**src/rtl/rxs_pkg.sv**
```systemverilog
// Package rxs_pkg
// Shared widths and the framing-mode type for the serial receiver.
// Assumes a word of at most 16 bits on the host side.
package rxs_pkg;
    localparam int unsigned WORD_W = 16;
    localparam int unsigned BYTE_W = 8;

    typedef enum logic {
        FRM_CONT  = 1'b0,
        FRM_BURST = 1'b1
    } frame_mode_e;
endpackage

```
**src/rtl/rxs_sync.sv**
```systemverilog
// Module rxs_sync
// Brings a vector of asynchronous single-bit signals into the clk domain
// through a chain of flops. Each bit is synchronized on its own; the
// signals are assumed to change slowly relative to clk.
module rxs_sync #(
    parameter int unsigned W      = 3,
    parameter int unsigned STAGES = 2
) (
    input  logic         clk,
    input  logic         rst_n,
    input  logic [W-1:0] d_in,
    output logic [W-1:0] d_out
);
    logic [W-1:0] stg [STAGES];

    for (genvar i = 0; i < STAGES; i++) begin : g_stage
        // one flop stage of the chain
        always_ff @(posedge clk) begin
            if (!rst_n)
                stg[i] <= '0;
            else if (i == 0)
                stg[i] <= d_in;
            else
                stg[i] <= stg[(i == 0) ? 0 : i-1];
        end
    end

    assign d_out = stg[STAGES-1];
endmodule

```
**src/rtl/rxs_shift.sv**
```systemverilog
// Module rxs_shift
// Detects falling edges of the synchronized serial clock, handles frame
// alignment and assembles MSB-first words. When a word is complete it
// holds it (full) until the holding side takes it; bits seen while full
// are dropped. Assumes synchronized inputs.
module rxs_shift
    import rxs_pkg::*;
#(
    parameter int unsigned W  = WORD_W,
    parameter int unsigned BW = BYTE_W
) (
    input  logic         clk,
    input  logic         rst_n,
    input  logic         en,
    input  logic         byte_mode,
    input  frame_mode_e  mode,
    input  logic         sclk_s,
    input  logic         fs_s,
    input  logic         dat_s,
    input  logic         take,
    output logic         full,
    output logic [W-1:0] word,
    output logic         fs_evt
);
    localparam int unsigned CW = $clog2(W + 1);

    logic          sclk_q;
    logic          fall;
    logic          active;
    logic [CW-1:0] cnt;
    logic [CW-1:0] wlen;
    logic [CW-1:0] cnt_nx;
    logic [W-1:0]  sh_nx;

    // bit strobe and frame-sync strobe from the synchronized clock
    always_comb begin
        fall   = sclk_q & ~sclk_s;
        fs_evt = fall & fs_s;
        wlen   = byte_mode ? CW'(BW) : CW'(W);
        cnt_nx = fs_s ? CW'(1) : cnt + 1'b1;
        sh_nx  = (fs_s || cnt == '0) ? {{(W-1){1'b0}}, dat_s}
                                     : {word[W-2:0], dat_s};
    end

    // edge history, alignment counter and shift register
    always_ff @(posedge clk) begin
        if (!rst_n) begin
            sclk_q <= 1'b0;
            active <= 1'b0;
            full   <= 1'b0;
            cnt    <= '0;
            word   <= '0;
        end else begin
            sclk_q <= sclk_s;
            if (!en) begin
                active <= 1'b0;
                full   <= 1'b0;
                cnt    <= '0;
            end else begin
                if (take)
                    full <= 1'b0;
                if (fall && !full && (fs_s || active)) begin
                    word <= sh_nx;
                    if (cnt_nx == wlen) begin
                        full   <= 1'b1;
                        cnt    <= '0;
                        active <= (mode == FRM_CONT);
                    end else begin
                        cnt    <= cnt_nx;
                        active <= 1'b1;
                    end
                end
            end
        end
    end
endmodule

```
**src/rtl/rxs_hold.sv**
```systemverilog
// Module rxs_hold
// Holding register with ready, interrupt and overrun flags. Takes the
// completed word from the shifter whenever the previous one has been
// read. Assumes rd_en is a one-cycle strobe from the host.
module rxs_hold
    import rxs_pkg::*;
#(
    parameter int unsigned W = WORD_W
) (
    input  logic         clk,
    input  logic         rst_n,
    input  logic         en,
    input  frame_mode_e  mode,
    input  logic         full,
    input  logic         fs_evt,
    input  logic [W-1:0] word,
    input  logic         rd_en,
    output logic         take,
    output logic [W-1:0] hold,
    output logic         ready,
    output logic         irq,
    output logic         ovr
);
    // transfer whenever a word waits and the holding register is free
    assign take = full & ~ready & en;

    // holding register and status flags
    always_ff @(posedge clk) begin
        if (!rst_n) begin
            hold  <= '0;
            ready <= 1'b0;
            irq   <= 1'b0;
            ovr   <= 1'b0;
        end else begin
            irq <= take;
            if (!en) begin
                ready <= 1'b0;
                ovr   <= 1'b0;
            end else begin
                if (take) begin
                    hold  <= word;
                    ready <= 1'b1;
                end else if (rd_en) begin
                    ready <= 1'b0;
                end
                if (rd_en)
                    ovr <= 1'b0;
                else if (full && ready && (mode == FRM_CONT || fs_evt))
                    ovr <= 1'b1;
            end
        end
    end
endmodule

```
**src/rtl/ser_rx_dbuf.sv**
```systemverilog
// Module ser_rx_dbuf (top)
// Double-buffered synchronous serial receiver: synchronizer, word
// assembler and holding register. Configuration inputs are assumed
// static while a word is in flight.
module ser_rx_dbuf
    import rxs_pkg::*;
#(
    parameter int unsigned W      = WORD_W,
    parameter int unsigned BW     = BYTE_W,
    parameter int unsigned STAGES = 2
) (
    input  logic         clk,
    input  logic         rst_n,
    input  logic         cfg_rx_en,
    input  logic         cfg_byte,
    input  logic         cfg_burst,
    input  logic         rx_clk,
    input  logic         rx_fs,
    input  logic         rx_dat,
    input  logic         rd_en,
    output logic [W-1:0] rd_data,
    output logic         rx_ready,
    output logic         rx_irq,
    output logic         rx_ovr
);
    logic [2:0]   sync_o;
    logic         full;
    logic         take;
    logic         fs_evt;
    logic [W-1:0] word;
    frame_mode_e  mode;

    assign mode = cfg_burst ? FRM_BURST : FRM_CONT;

    rxs_sync #(.W(3), .STAGES(STAGES)) u_sync (
        .clk   (clk),
        .rst_n (rst_n),
        .d_in  ({rx_clk, rx_fs, rx_dat}),
        .d_out (sync_o)
    );

    rxs_shift #(.W(W), .BW(BW)) u_shift (
        .clk       (clk),
        .rst_n     (rst_n),
        .en        (cfg_rx_en),
        .byte_mode (cfg_byte),
        .mode      (mode),
        .sclk_s    (sync_o[2]),
        .fs_s      (sync_o[1]),
        .dat_s     (sync_o[0]),
        .take      (take),
        .full      (full),
        .word      (word),
        .fs_evt    (fs_evt)
    );

    rxs_hold #(.W(W)) u_hold (
        .clk    (clk),
        .rst_n  (rst_n),
        .en     (cfg_rx_en),
        .mode   (mode),
        .full   (full),
        .fs_evt (fs_evt),
        .word   (word),
        .rd_en  (rd_en),
        .take   (take),
        .hold   (rd_data),
        .ready  (rx_ready),
        .irq    (rx_irq),
        .ovr    (rx_ovr)
    );
endmodule

```
**config.mk**
```make
export PLATFORM = sky130hd
export DESIGN_NAME = ser_rx_dbuf
export DESIGN_NICKNAME = d
export VERILOG_FILES = /design/src/rtl/rxs_pkg.sv /design/src/rtl/rxs_sync.sv /design/src/rtl/rxs_shift.sv /design/src/rtl/rxs_hold.sv /design/src/rtl/ser_rx_dbuf.sv
export SDC_FILE = /design/constraint.sdc
export NUM_CORES = 1
export LEC_CHECK = 0
export ABC_CLOCK_PERIOD_IN_PS = 1550
export BUFFER_PORTS_ARGS = -buffer_cell sky130_fd_sc_hd__buf_2
export CORE_AREA = 2 2 65 67
export CTS_CLUSTER_SIZE = 14
export DETAILED_ROUTE_END_ITERATION = 10
export DIE_AREA = 0 0 67 69
export PLACE_DENSITY = 0.7
export SYNTH_ARGS = -nofsm -noshare
export SYNTH_HDL_FRONTEND = slang
export SYNTH_SLANG_ARGS = --single-unit
```
**constraint.sdc**
```tcl
create_clock -name clk -period 1.55 [get_ports clk]
set_input_delay 0.31 -clock clk [delete_from_list [all_inputs] [get_ports clk]]
set_output_delay 0.31 -clock clk [all_outputs]
set_load 0.01 [all_outputs]
```
==> impl_metrics.csv <==
group,metric,value,unit
outcome,outcome,"finished, violations left",
outcome,failed_checks,"setup timing",
timing,fin_ws,-0.0487,ns
floorplan,core,3910,um^2
critical_path,crit_end,"u_shift.full",
timing,worst_pin_slew,0.434,ns
timing,slew_violations,0,
critical_path,worst-r2r-setup-slack,-0.05,ns
yosys,synth_top_cell_by_area,"dfxtp_1",
critical_path,critPathLaunchType,"flop",
routing,drtPass1Iterations,6,
global_route,grt.overflow.total,0,
timing,setup_viol,2,
routing,final_antenna_net_count,0,
clock_network,clk_pin_slew,0.08,ns
routing,routed_wl,3720,um
layout,drive_gt1_frac,0.319,
critical_path,critical_path_peak_fanout,4,
yosys,synthCells,196,
placed_design,dp_hpwl,2270,um
timing,whs,0.193,ns
clock_network,cts_tree,"built",
layout,area_growth,25.8,%
clock_network,cts_hold_buffers,0,
critical_path,r2r-start,"u_shift.cnt[1]",
critical_path,cpPeakStageDelay,0.35,ns
yosys,synth_warnings,0,
floorplan,placementRows,23,
floorplan,die_y,69,um
yosys,synth_cell_type_count,34,
placed_design,gp_congestion,0.737,
power,leakage,0.874,nW
yosys,async_reset_ff_frac,0,
worst_hold_path,hold_path_class,"in2reg",
timing,slew_headroom,0.710,
yosys,synth-edff-count,0,
global_route,gr-usage-all-layers,0.169,
clock_network,cts.sinks,49,
clock_network,cts_root_buf,"clkbuf_8",
critical_path,r2r_end,"u_shift.full",
yosys,syn_area,1890,um^2
timing,hold_viol,0,
power,p_per_area,861,nW/um^2
critical_path,crit_path_top_delay_cell,"dfxtp_2",
run,cap_violations,0,
clock_network,clk_latency,0.30,ns
power,total_power,2.05,mW
routing,vias,1427,
critical_path,critPathRequiredTime,1.74,ns
critical_path,critical_path_arrival,1.79,ns
critical_path,worstSetupPathType,"reg2reg",
yosys,synth.most_common_cell,"dfxtp_1",
layout,post-route-util,0.608,
global_route,grt_start_max_net_pins,27,
layout,fillers,348,
timing,fin_crit,1.60,ns
routing,wire_per_inst,13.0,um
floorplan,fp.dieArea,4620,um^2
placed_design,portBuffers,27,
global_route,grt_antenna_before_repair,0,
routing,vias_per_cell,5.01,
critical_path,cp-startpoint,"u_shift.cnt[1]",
global_route,first_global_vias,1355,
placed_design,dp_slack,-0.0939,ns
yosys,synth_top_area_frac,0.518,
clock_network,cts_made_buffers,5,
critical_path,cp_cell_sequence,"ha_1, nand3_1, xor2_2, nor4_2, a31o_2, o21ba_2",
yosys,syn_area_per_cell,9.66,um^2
floorplan,start_util,0.484,
clock_network,cts.htree.levels,2,
critical_path,reg2regPathDepth,6,
yosys,synth-seq-cells,49,
yosys,ys_top_cells_by_count,"dfxtp_1 (49), nand2_1 (35), nor2b_1 (18)",
routing,dr.first_iter.drc_count,105,
yosys,synth_fp_nets,207,
yosys,synth_area_leaders,"dfxtp_1 (52%), nand2_1 (6.9%), a21boi_0 (6.3%)",
critical_path,endpoint_kind,"flop",
timing,fin_crit_sh,1.03,
yosys,ys_seq_area_frac,0.518,
floorplan,io_pins,28,
clock_network,clk_path_buf_depth,2,
yosys,synth_ff_type,"dfxtp_1",
layout,fin_nets,245,
layout,num_antenna_cells,0,
timing,fmax,0.626,GHz
timing,skew,0.00827,ns
floorplan,die-width,67,um
global_route,grt_pass1_wl,6090,um
power,ir_drop,0.000570,V
routing,drc_errors,0,
timing,grt_setup_unrepaired,"yes",
-- state kept, by name (all words and copies together), names as in the netlist --
name / flops
u_hold.ovr: 1
u_hold.irq: 1
u_hold.ready: 1
u_shift.active: 1
u_sync.stg: 6
u_shift.word: 16
u_shift.cnt: 5
u_hold.hold: 16
u_shift.sclk_q: 1
u_shift.full: 1
-- area by class of cell --
cell class	count	area, um^2	share of cell area
sequential	49	988	0.415
clock buffer	7	76.3	0.0321
multi-input combinational	134	965	0.405
timing repair buffer	41	270	0.114
inverter	3	11.3	0.00473
clock inverter	1	7.51	0.00315
tap	50	62.6	0.0263
-- layer usage --
metal	global-route usage	vias to the layer above	routed length, um
li1	-	745	-
met1	0.239	642	1880
met2	0.239	36	1630
met3	0.0522	4	172
met4	0.0680	0	32
met5	0	-	0
-- logic make-up after synthesis --
| family | share of synthesized area |
|---|---|
| buffers and inverters | 0.0311 |
| xor gates and xnor gates | 0.0139 |
| and+or+nand+nor | 0.238 |
| DFF | 0.518 |
| adders and majority gates | 0.0132 |
| muxes | 0.0106 |
| AOI/OAI and AO/OA | 0.175 |
-- through the flow --
step	std cells	setup TNS, ns	instance area [um^2]
global placement	272	-0.182	2130
CTS	282	-0.127	2250
global route	285	-1.69	2380
floorplan	196	0	1910
finish	285	-0.0779	2380
detailed placement	272	-0.910	2130
-- cell usage in the layout, fill, tap and decap left out, drive strengths merged --
| cell type | n |
|---|---|
| dfxtp | 49 |
| buf | 40 |
| nand2 | 35 |
| nor2b | 18 |
| a21boi | 16 |
| a22oi | 16 |
| and2 | 8 |
| clkbuf | 8 |
| nor3 | 5 |
| a21oi | 4 |
| nor2 | 4 |
| nand3b | 3 |
| inv | 3 |
| nor3b | 3 |
| nand3 | 2 |
| xnor2 | 2 |
| a211oi | 2 |
| mux2i | 2 |
| o21ai | 2 |
| ha | 2 |
| and3b | 1 |
| xor2 | 1 |
| nand4 | 1 |
| nor4 | 1 |
| a31o | 1 |
| o211ai | 1 |
| nor4b | 1 |
| o21ba | 1 |
| nand4b | 1 |
| a31oi | 1 |
| clkinvlp | 1 |
-- power by group --
part	total, mW	internal [mW]	switching [mW]
Combinational	0.0574	0.0296	0.0278
Clock	0.722	0.320	0.402
Sequential	1.27	1.26	0.00618
-- worst min-delay path by stage --
stage                        to  slack (ns)  cells after the start        startpoint
2_1_floorplan        u_hold.ovr        0.39                      1             rd_en
3_3_place_gp   u_sync.stg[1][1]        0.41                      1  u_sync.stg[0][1]
3_5_place_dp   u_sync.stg[1][2]        0.42                      1  u_sync.stg[0][2]
4_1_cts              u_hold.ovr        0.18                      2             rd_en
5_1_grt              u_hold.ovr        0.19                      2             rd_en
6_report             u_hold.ovr        0.19                      2             rd_en
-- critical path: cells and delay by family (launching register included) --
| kind | cells | cell delay, ns |
|---|---|---|
| adder cells (fa/ha/maj) | 1 | 0.23 |
| AND/OR/NAND/NOR | 2 | 0.22 |
| AO/OA/AOI/OAI | 2 | 0.47 |
| XOR/XNOR | 1 | 0.22 |
| flip-flops | 1 | 0.35 |
-- timing repair --
item / CTS / global route
gates cloned: 0 / 1
gates resized for setup: 2 / 19
endpoints found under the setup margin: 19 / 10
pin swaps: 3 / 2
setup buffers: 2 / 2
(Power assumes the default switching activity.)
